$ cat src/rtl/uart_os_rx_pkg.sv
// Shared types for the oversampling serial receiver.
package uart_os_rx_pkg;

    // Frame sequencer position.
    typedef enum logic [2:0] {
        ST_IDLE,
        ST_START,
        ST_DATA,
        ST_PAR,
        ST_STOP
    } rx_state_t;

endpackage

$ cat src/rtl/uart_os_rx_front.sv
// Line front end: synchronises the asynchronous input, applies optional
// inversion and flags a 1-to-0 transition seen at an oversample tick.
// Assumes SYNC_STAGES >= 2. The synchroniser resets to the idle level.
module uart_os_rx_front #(
    parameter int SYNC_STAGES = 2
) (
    input  logic clk,
    input  logic rst_n,
    input  logic line_in,
    input  logic invert,
    input  logic tick,
    output logic sample_o,
    output logic fall_o
);

    logic [SYNC_STAGES-1:0] sync_q;
    logic                   prev_q;

    // Shift the raw line through the synchroniser chain.
    always_ff @(posedge clk) begin
        if (!rst_n) sync_q <= '1;
        else        sync_q <= {sync_q[SYNC_STAGES-2:0], line_in};
    end

    assign sample_o = sync_q[SYNC_STAGES-1] ^ invert;

    // Remember the level seen at the previous tick for edge detection.
    always_ff @(posedge clk) begin
        if (!rst_n)    prev_q <= 1'b1;
        else if (tick) prev_q <= sample_o;
    end

    assign fall_o = tick & prev_q & ~sample_o;

endmodule

$ cat src/rtl/uart_os_rx_voter.sv
// Three-sample majority voter. It captures the samples at ticks half-1 and
// half of the bit, then resolves at tick half+1 using the live sample.
// Assumes half >= 2, which holds for oversampling factors of 4 and more.
module uart_os_rx_voter #(
    parameter int OSR_W = 5
) (
    input  logic             clk,
    input  logic             rst_n,
    input  logic             tick,
    input  logic             sample,
    input  logic [OSR_W-1:0] phase,
    input  logic [OSR_W-1:0] half,
    output logic             vote_done,
    output logic             vote_bit,
    output logic             vote_noisy
);

    logic early_q;
    logic centre_q;

    // Capture the two samples that precede the deciding tick.
    always_ff @(posedge clk) begin
        if (!rst_n) begin
            early_q  <= 1'b1;
            centre_q <= 1'b1;
        end else if (tick) begin
            if (phase == half - OSR_W'(1)) early_q  <= sample;
            if (phase == half)             centre_q <= sample;
        end
    end

    // Resolve majority and disagreement at the third sample.
    always_comb begin
        vote_done  = tick && (phase == half + OSR_W'(1));
        vote_bit   = (early_q & centre_q) | (early_q & sample) | (centre_q & sample);
        vote_noisy = !((early_q == centre_q) && (centre_q == sample));
    end

endmodule

$ cat src/rtl/uart_os_rx_frame.sv
// Frame sequencer: runs the in-bit tick counter and walks start, data,
// parity and stop. It assembles the character in the chosen bit order and
// emits a one-cycle completion pulse with the per-character error results.
// Assumes configuration is stable while a frame is in progress.
module uart_os_rx_frame
    import uart_os_rx_pkg::*;
#(
    parameter int DATA_W = 9,
    parameter int OSR_W  = 5
) (
    input  logic              clk,
    input  logic              rst_n,
    input  logic              tick,
    input  logic              fall,
    input  logic              vote_done,
    input  logic              vote_bit,
    input  logic              vote_noisy,
    input  logic [OSR_W-1:0]  cfg_osr_m1,
    input  logic              cfg_nine,
    input  logic              cfg_msb_first,
    input  logic              cfg_par_en,
    input  logic              cfg_par_odd,
    output logic [OSR_W-1:0]  phase_o,
    output logic [OSR_W-1:0]  half_o,
    output logic              busy_o,
    output logic              done_o,
    output logic [DATA_W-1:0] data_o,
    output logic              fe_o,
    output logic              pe_o,
    output logic              ne_o
);

    localparam int IDX_W = $clog2(DATA_W);

    rx_state_t         state_q;
    logic [OSR_W-1:0]  phase_q;
    logic [IDX_W-1:0]  bit_q;
    logic [DATA_W-1:0] shift_q;
    logic              par_q;
    logic              noise_q;
    logic [IDX_W-1:0]  last_idx;
    logic [IDX_W-1:0]  wr_idx;

    // Mid-bit tick (factor / 2), last data index and write position.
    always_comb begin
        half_o   = OSR_W'(cfg_osr_m1 >> 1) + OSR_W'(cfg_osr_m1[0]);
        last_idx = cfg_nine ? IDX_W'(DATA_W - 1) : IDX_W'(DATA_W - 2);
        wr_idx   = cfg_msb_first ? (last_idx - bit_q) : bit_q;
    end

    assign phase_o = phase_q;
    assign busy_o  = (state_q != ST_IDLE);

    // Sequence the frame one voted bit at a time.
    always_ff @(posedge clk) begin
        if (!rst_n) begin
            state_q <= ST_IDLE;
            phase_q <= '0;
            bit_q   <= '0;
            shift_q <= '0;
            par_q   <= 1'b0;
            noise_q <= 1'b0;
            done_o  <= 1'b0;
            data_o  <= '0;
            fe_o    <= 1'b0;
            pe_o    <= 1'b0;
            ne_o    <= 1'b0;
        end else begin
            done_o <= 1'b0;
            if (state_q == ST_IDLE) begin
                phase_q <= '0;
                if (fall) begin
                    state_q <= ST_START;
                    phase_q <= OSR_W'(1);
                    bit_q   <= '0;
                    shift_q <= '0;
                    par_q   <= 1'b0;
                    noise_q <= 1'b0;
                end
            end else begin
                if (tick)
                    phase_q <= (phase_q == cfg_osr_m1) ? '0 : phase_q + OSR_W'(1);
                if (vote_done) begin
                    unique case (state_q)
                        ST_START: begin
                            if (vote_bit) begin
                                state_q <= ST_IDLE;
                            end else begin
                                state_q <= ST_DATA;
                                noise_q <= vote_noisy;
                            end
                        end
                        ST_DATA: begin
                            shift_q[wr_idx] <= vote_bit;
                            par_q   <= par_q ^ vote_bit;
                            noise_q <= noise_q | vote_noisy;
                            bit_q   <= bit_q + IDX_W'(1);
                            if (bit_q == last_idx)
                                state_q <= cfg_par_en ? ST_PAR : ST_STOP;
                        end
                        ST_PAR: begin
                            par_q   <= par_q ^ vote_bit;
                            noise_q <= noise_q | vote_noisy;
                            state_q <= ST_STOP;
                        end
                        ST_STOP: begin
                            state_q <= ST_IDLE;
                            done_o  <= 1'b1;
                            data_o  <= shift_q;
                            fe_o    <= ~vote_bit;
                            pe_o    <= cfg_par_en & (par_q ^ cfg_par_odd);
                            ne_o    <= noise_q | vote_noisy;
                        end
                        default: state_q <= ST_IDLE;
                    endcase
                end
            end
        end
    end

    AST_START_FROM_EDGE: assert property (@(posedge clk) disable iff (!rst_n)
        (state_q == ST_START && $past(state_q) == ST_IDLE) |-> $past(fall));
    AST_PHASE_BOUND: assert property (@(posedge clk) disable iff (!rst_n)
        phase_q <= cfg_osr_m1);
    AST_FALSE_START_DROP: assert property (@(posedge clk) disable iff (!rst_n)
        (state_q == ST_START && vote_done && vote_bit) |=> (state_q == ST_IDLE && !done_o));

endmodule

$ cat src/rtl/uart_os_rx_status.sv
// Output holding and status: loads completed characters, detects overrun,
// counts quiet ticks for the idle indication and clears on acknowledge.
// Assumes done_i is a single-cycle pulse and char_ticks >= 2.
module uart_os_rx_status #(
    parameter int DATA_W = 9,
    parameter int CNT_W  = 9
) (
    input  logic              clk,
    input  logic              rst_n,
    input  logic              tick,
    input  logic              line_i,
    input  logic              busy_i,
    input  logic              done_i,
    input  logic [DATA_W-1:0] data_i,
    input  logic              fe_i,
    input  logic              pe_i,
    input  logic              ne_i,
    input  logic              ack_i,
    input  logic [CNT_W-1:0]  char_ticks,
    output logic [DATA_W-1:0] rx_data,
    output logic              rx_valid,
    output logic              err_frame,
    output logic              err_parity,
    output logic              err_noise,
    output logic              err_overrun,
    output logic              idle_flag
);

    logic             keep;
    logic             armed_q;
    logic [CNT_W-1:0] quiet_q;

    assign keep = rx_valid & ~ack_i;

    // Hold the character and its flags, flag overrun, clear on acknowledge.
    always_ff @(posedge clk) begin
        if (!rst_n) begin
            rx_data     <= '0;
            rx_valid    <= 1'b0;
            err_frame   <= 1'b0;
            err_parity  <= 1'b0;
            err_noise   <= 1'b0;
            err_overrun <= 1'b0;
        end else begin
            if (ack_i) begin
                rx_valid    <= 1'b0;
                err_frame   <= 1'b0;
                err_parity  <= 1'b0;
                err_noise   <= 1'b0;
                err_overrun <= 1'b0;
            end
            if (done_i) begin
                if (keep) begin
                    err_overrun <= 1'b1;
                end else begin
                    rx_data    <= data_i;
                    rx_valid   <= 1'b1;
                    err_frame  <= fe_i;
                    err_parity <= pe_i;
                    err_noise  <= ne_i;
                end
            end
        end
    end

    // Count quiet ticks after a frame and raise the idle indication once.
    always_ff @(posedge clk) begin
        if (!rst_n) begin
            armed_q   <= 1'b0;
            quiet_q   <= '0;
            idle_flag <= 1'b0;
        end else begin
            if (ack_i) idle_flag <= 1'b0;
            if (done_i) begin
                armed_q <= 1'b1;
                quiet_q <= '0;
            end else if (busy_i) begin
                quiet_q <= '0;
            end else if (tick && armed_q) begin
                if (!line_i) begin
                    quiet_q <= '0;
                end else if (quiet_q == char_ticks - CNT_W'(1)) begin
                    idle_flag <= 1'b1;
                    armed_q   <= 1'b0;
                    quiet_q   <= '0;
                end else begin
                    quiet_q <= quiet_q + CNT_W'(1);
                end
            end
        end
    end

    AST_DATA_HOLD: assert property (@(posedge clk) disable iff (!rst_n)
        (rx_valid && !ack_i) |=> (rx_valid && $stable(rx_data)));
    AST_OVERRUN_SET: assert property (@(posedge clk) disable iff (!rst_n)
        (rx_valid && !ack_i && done_i) |=> err_overrun);
    AST_ACK_CLEAR: assert property (@(posedge clk) disable iff (!rst_n)
        (ack_i && !done_i) |=> !(rx_valid || err_frame || err_parity || err_noise || err_overrun));
    AST_IDLE_QUIET: assert property (@(posedge clk) disable iff (!rst_n)
        $rose(idle_flag) |-> $past(line_i && !busy_i));

endmodule

$ cat src/rtl/uart_os_rx.sv
// Oversampling asynchronous serial receiver top: joins the line front end,
// majority voter, frame sequencer and status holder, and derives the
// character time used for idle detection.
// Assumes os_tick comes from an external divider at factor x bit rate.
module uart_os_rx #(
    parameter int DATA_W      = 9,
    parameter int OSR_W       = 5,
    parameter int SYNC_STAGES = 2
) (
    input  logic              clk,
    input  logic              rst_n,
    input  logic              os_tick,
    input  logic              rx_line,
    input  logic [OSR_W-1:0]  cfg_osr_m1,
    input  logic              cfg_nine,
    input  logic              cfg_msb_first,
    input  logic              cfg_par_en,
    input  logic              cfg_par_odd,
    input  logic              cfg_invert,
    input  logic              rd_ack,
    output logic [DATA_W-1:0] rx_data,
    output logic              rx_valid,
    output logic              err_frame,
    output logic              err_parity,
    output logic              err_noise,
    output logic              err_overrun,
    output logic              idle_flag
);

    localparam int MAX_FRAME = DATA_W + 3;
    localparam int CNT_W     = $clog2(MAX_FRAME * (2 ** OSR_W) + 1);

    logic              sample;
    logic              fall;
    logic [OSR_W-1:0]  phase;
    logic [OSR_W-1:0]  half;
    logic              vote_done;
    logic              vote_bit;
    logic              vote_noisy;
    logic              busy;
    logic              frm_done;
    logic [DATA_W-1:0] frm_data;
    logic              frm_fe;
    logic              frm_pe;
    logic              frm_ne;
    logic [CNT_W-1:0]  char_ticks;

    // Character time in ticks: (start + data + parity + stop) x factor.
    always_comb begin
        char_ticks = (CNT_W'(DATA_W + 1) + CNT_W'(cfg_nine) + CNT_W'(cfg_par_en))
                   * (CNT_W'(cfg_osr_m1) + CNT_W'(1));
    end

    uart_os_rx_front #(.SYNC_STAGES(SYNC_STAGES)) u_front (
        .clk      (clk),
        .rst_n    (rst_n),
        .line_in  (rx_line),
        .invert   (cfg_invert),
        .tick     (os_tick),
        .sample_o (sample),
        .fall_o   (fall)
    );

    uart_os_rx_voter #(.OSR_W(OSR_W)) u_voter (
        .clk        (clk),
        .rst_n      (rst_n),
        .tick       (os_tick),
        .sample     (sample),
        .phase      (phase),
        .half       (half),
        .vote_done  (vote_done),
        .vote_bit   (vote_bit),
        .vote_noisy (vote_noisy)
    );

    uart_os_rx_frame #(.DATA_W(DATA_W), .OSR_W(OSR_W)) u_frame (
        .clk           (clk),
        .rst_n         (rst_n),
        .tick          (os_tick),
        .fall          (fall),
        .vote_done     (vote_done),
        .vote_bit      (vote_bit),
        .vote_noisy    (vote_noisy),
        .cfg_osr_m1    (cfg_osr_m1),
        .cfg_nine      (cfg_nine),
        .cfg_msb_first (cfg_msb_first),
        .cfg_par_en    (cfg_par_en),
        .cfg_par_odd   (cfg_par_odd),
        .phase_o       (phase),
        .half_o        (half),
        .busy_o        (busy),
        .done_o        (frm_done),
        .data_o        (frm_data),
        .fe_o          (frm_fe),
        .pe_o          (frm_pe),
        .ne_o          (frm_ne)
    );

    uart_os_rx_status #(.DATA_W(DATA_W), .CNT_W(CNT_W)) u_status (
        .clk         (clk),
        .rst_n       (rst_n),
        .tick        (os_tick),
        .line_i      (sample),
        .busy_i      (busy),
        .done_i      (frm_done),
        .data_i      (frm_data),
        .fe_i        (frm_fe),
        .pe_i        (frm_pe),
        .ne_i        (frm_ne),
        .ack_i       (rd_ack),
        .char_ticks  (char_ticks),
        .rx_data     (rx_data),
        .rx_valid    (rx_valid),
        .err_frame   (err_frame),
        .err_parity  (err_parity),
        .err_noise   (err_noise),
        .err_overrun (err_overrun),
        .idle_flag   (idle_flag)
    );

endmodule

$ cat config.mk
export PLATFORM = sky130hd
export DESIGN_NAME = uart_os_rx
export DESIGN_NICKNAME = d
export VERILOG_FILES = /design/src/rtl/uart_os_rx_pkg.sv /design/src/rtl/uart_os_rx_front.sv /design/src/rtl/uart_os_rx_voter.sv /design/src/rtl/uart_os_rx_frame.sv /design/src/rtl/uart_os_rx_status.sv /design/src/rtl/uart_os_rx.sv
export SDC_FILE = /design/constraint.sdc
export NUM_CORES = 1
export LEC_CHECK = 0
export ABC_AREA = 1
export BUFFER_PORTS_ARGS = -buffer_cell sky130_fd_sc_hd__buf_2
export CORE_MARGIN = 3
export CORE_UTILIZATION = 45
export CTS_CLUSTER_DIAMETER = 60
export DETAILED_ROUTE_END_ITERATION = 10
export GPL_ROUTABILITY_DRIVEN = 1
export PLACE_DENSITY = 0.6
export SLEW_MARGIN = 20
export SYNTH_ARGS = -nofsm -noshare
export SYNTH_HDL_FRONTEND = slang
export SYNTH_HIERARCHICAL = 1
export SYNTH_SLANG_ARGS = --single-unit
export TNS_END_PERCENT = 20
$ cat constraint.sdc
create_clock -name clk -period 7.2 [get_ports clk]
set_input_delay 0.72 -clock clk [delete_from_list [all_inputs] [get_ports clk]]
set_output_delay 0.72 -clock clk [all_outputs]
set_load 0.005 [all_outputs]
==> flow_metrics.env <==
export IMPL_root_buffer="clkbuf_8"
export IMPL_antenna_found_initial=0
export IMPL_period_minus_slack_ps=4825
export IMPL_drv_slew=0
export IMPL_grt_pass1_vias=3971
export IMPL_rsz0062_at_grt="no"
export IMPL_synth_ff_type="dfxtp_1"
export IMPL_clock_path_buffers=2
export IMPL_p_sw_share_pct=35.58
export IMPL_core_area_um2=10370
export IMPL_layout_drive_gt1_share_pct=13.37
export IMPL_ioPinCount=30
export IMPL_firstDrtPassIters=5
export IMPL_rows=37
export IMPL_path_class="input port to flop"
export IMPL_crit_path_frequent_cell="nand2_1"
export IMPL_worst_slew_pin_slew_ps=658.5
export IMPL_cts_repair_resized=0
export IMPL_worstSkewPairLatency_ps=340
export IMPL_postSynthCellCount=717
export IMPL_slew_headroom_pct=56.10
export IMPL_die_area_um2=11980
export IMPL_finalWeightedCongestion=0.8872
export IMPL_holdPathStages=1
export IMPL_syn_area_um2=4816
export IMPL_worstPathMaxFanout=11
export IMPL_diodes=0
export IMPL_grt_use_total_pct=18.42
export IMPL_ys_seq_area_share_pct=27.44
export IMPL_cts_sinks=66
export IMPL_dieHeight_um=109.5
export IMPL_holdBufCountCts=0
export IMPL_ys_top_cells_by_count="167 x nand2_1, 108 x nor2_1, 85 x inv_1"
export IMPL_synth_edf_count=0
export IMPL_dp_final_hpwl_mm=8.092
export IMPL_drt_first_iter_violations=264
export IMPL_dp_cells=868
export IMPL_placed_cell_area_um2=5044
export IMPL_min_path_type="flop to flop"
export IMPL_fin_area_um2=5268
export IMPL_cp_num_buf_inv=3
export IMPL_port_buffers=29
export IMPL_finalSetupTns_ps=0
export IMPL_cts_tree="done"
export IMPL_startpoint_type="input port"
export IMPL_hold_viol=0
export IMPL_numCtsBuffers=9
export IMPL_finalSetupViolCount=0
export IMPL_fin_nets=799
export IMPL_synth_top_area_share_pct=27.44
export IMPL_endpoint_kind="flop"
export IMPL_area_delta_synth_final_pct=9.379
export IMPL_finalCritPeriodShare_pct=67.02
export IMPL_maxCapViolCount=0
export IMPL_synthTopCellsByArea="dfxtp_1 27%, nand2_1 13%, ha_1 8.8%, nor2_1 8.4%, inv_1 6.6%"
export IMPL_hold_end="u_front/sync_q[1]$_SDFF_PN1_"
export IMPL_hold_start="u_front/sync_q[0]$_SDFF_PN1_"
export IMPL_ir_drop_mv=0.07950
export IMPL_p_sw_w=0.0003817
export IMPL_detail_route_vias_per_cell=4.900
export IMPL_power_frac_comb_pct=31.7
export IMPL_synth_nets=773
export IMPL_ant_nets=0
export IMPL_p_seq_share_pct=35.6
export IMPL_h_tree_depth=3
export IMPL_vias=4332
export IMPL_internal_power_w=0.0006912
export IMPL_grt_pass1_wl_mm=17.72
export IMPL_power_clock_fraction_pct=32.7
export IMPL_cts_setup_buffers=0
export IMPL_slowest_delay_ps=540
export IMPL_synth_area_leader_cell="dfxtp_1"
export IMPL_die_w_um=109.5
export IMPL_r2r_start="u_frame/phase_o[2]$_SDFFE_PN0P_"
export IMPL_skew_ps=8.650
export IMPL_max_freq_ghz=0.2072
export IMPL_synth_cell_types=41
export IMPL_power_per_cell_area_nw_per_um2=203.7
export IMPL_grt_max_degree=43
export IMPL_cp_required_ps=7490
export IMPL_gr_total_overflow=0
export IMPL_ys_seq_elements=66
export IMPL_p_leak_nw=2.422
export IMPL_post_route_util_pct=50.80
export IMPL_fin_cells=884
export IMPL_wl_per_cell_um=11.79
export IMPL_synth_area_per_cell_um2=6.717
export IMPL_ff2ff_path_depth=10
export IMPL_arrival_ps=5110
export IMPL_worstReg2RegEnd="u_frame/pe_o$_SDFFE_PN0P_"
export IMPL_ys_async_sr_fraction_pct=0
export IMPL_yosysMostFrequentCell="nand2_1"
export IMPL_status="complete, no violations"
export IMPL_path_clk_slew_ps=70
export IMPL_path_delay_family="adder cells"
export IMPL_drc=0
export IMPL_r2r_slack_ps=4750
export IMPL_fin_hold_ws_ps=416.8
export IMPL_start_util_pct=46.44
export IMPL_drt_total_wl_mm=10.42
export IMPL_synth_warning_count=6
export IMPL_slowest_stage="fa_1"
[per-layer routing]
metal	up-vias	track usage [%]	wire length [µm]
li1	2336	-	-
met1	1921	24.61	5190
met2	65	30.21	4733
met3	10	4.169	393
met4	0	4.452	103
met5	-	0	0
[stage by stage]
stage          setup WS, ps  power (W)
2_1_floorplan          2582  0.0006606
3_3_place_gp           2154  0.0007185
3_5_place_dp           1995  0.0007298
4_1_cts                2348   0.001085
5_1_grt                1927   0.001154
6_report               2375   0.001073
[worst max-delay path by stage]
stage          cells past startpoint                            end     startpoint  slack (ps)
6_report                          26  u_status/idle_flag$_SDFF_PN0_  cfg_osr_m1[0]        2370
5_1_grt                           26  u_status/idle_flag$_SDFF_PN0_  cfg_osr_m1[0]        1930
4_1_cts                           26  u_status/idle_flag$_SDFF_PN0_  cfg_osr_m1[0]        2350
3_5_place_dp                      25  u_status/armed_q$_SDFFE_PN0P_  cfg_osr_m1[0]        1990
3_3_place_gp                      24  u_status/idle_flag$_SDFF_PN0_  cfg_osr_m1[0]        2150
2_1_floorplan                     23  u_status/armed_q$_SDFFE_PN0P_  cfg_osr_m1[0]        2580
[registers in the layout, indices dropped and copies added (netlist names), 2 cells and up]
name,count
u_frame/bit_q,4
u_status/rx_data,9
u_status/quiet_q,9
u_frame/phase_o,5
u_frame/state_q,3
u_frame/shift_q,9
u_frame/data_o,9
u_front/sync_q,2
[placed cells by master, fill, tap and decap left out, types with 5 or more instances in the layout]
cell,Yosys,final
o21ai_0,34,34
fa_1,7,7
xor2_1,17,17
dfxtp_1,66,66
nor2_2,7,7
nand3_1,43,43
nor2_1,108,108
ha_1,34,34
xnor2_1,9,9
clkbuf_8,1,9
inv_1,85,85
buf_2,2,29
nor3_1,11,11
nand2_1,167,167
nand2_2,6,6
inv_2,12,12
a21oi_1,40,40
nand3_2,5,5
nand4_1,11,11
nor2_4,7,7
[power groups by stage]
stage	clock, W	sequential [W]	combinational (W)
after floorplan	0	0.000388	0.000273
after global placement	0	0.000390	0.000329
after global routing	0.000380	0.000383	0.000391
after detailed placement	0	0.000390	0.000340
final	0.000351	0.000382	0.000341
after CTS	0.000362	0.000381	0.000342
[cells by family after synthesis]
group | share of synthesized area (%)
AOI/OAI and AO/OA | 10.96
adders and majority gates | 11.74
buffers and inverters | 9.457
and+or+nand+nor | 35.33
DFF | 27.44
xor gates and xnor gates | 5.066
[cell type report]
cell class	count	area, µm²
sequential	66	1321
tap	136	170.2
fill	1071	5102
inverter	98	367.9
timing repair buffer	29	145.1
clock inverter	7	100.1
clock buffer	9	123.9
multi-input combinational	539	3039
Power figures use the tool's default switching activity.
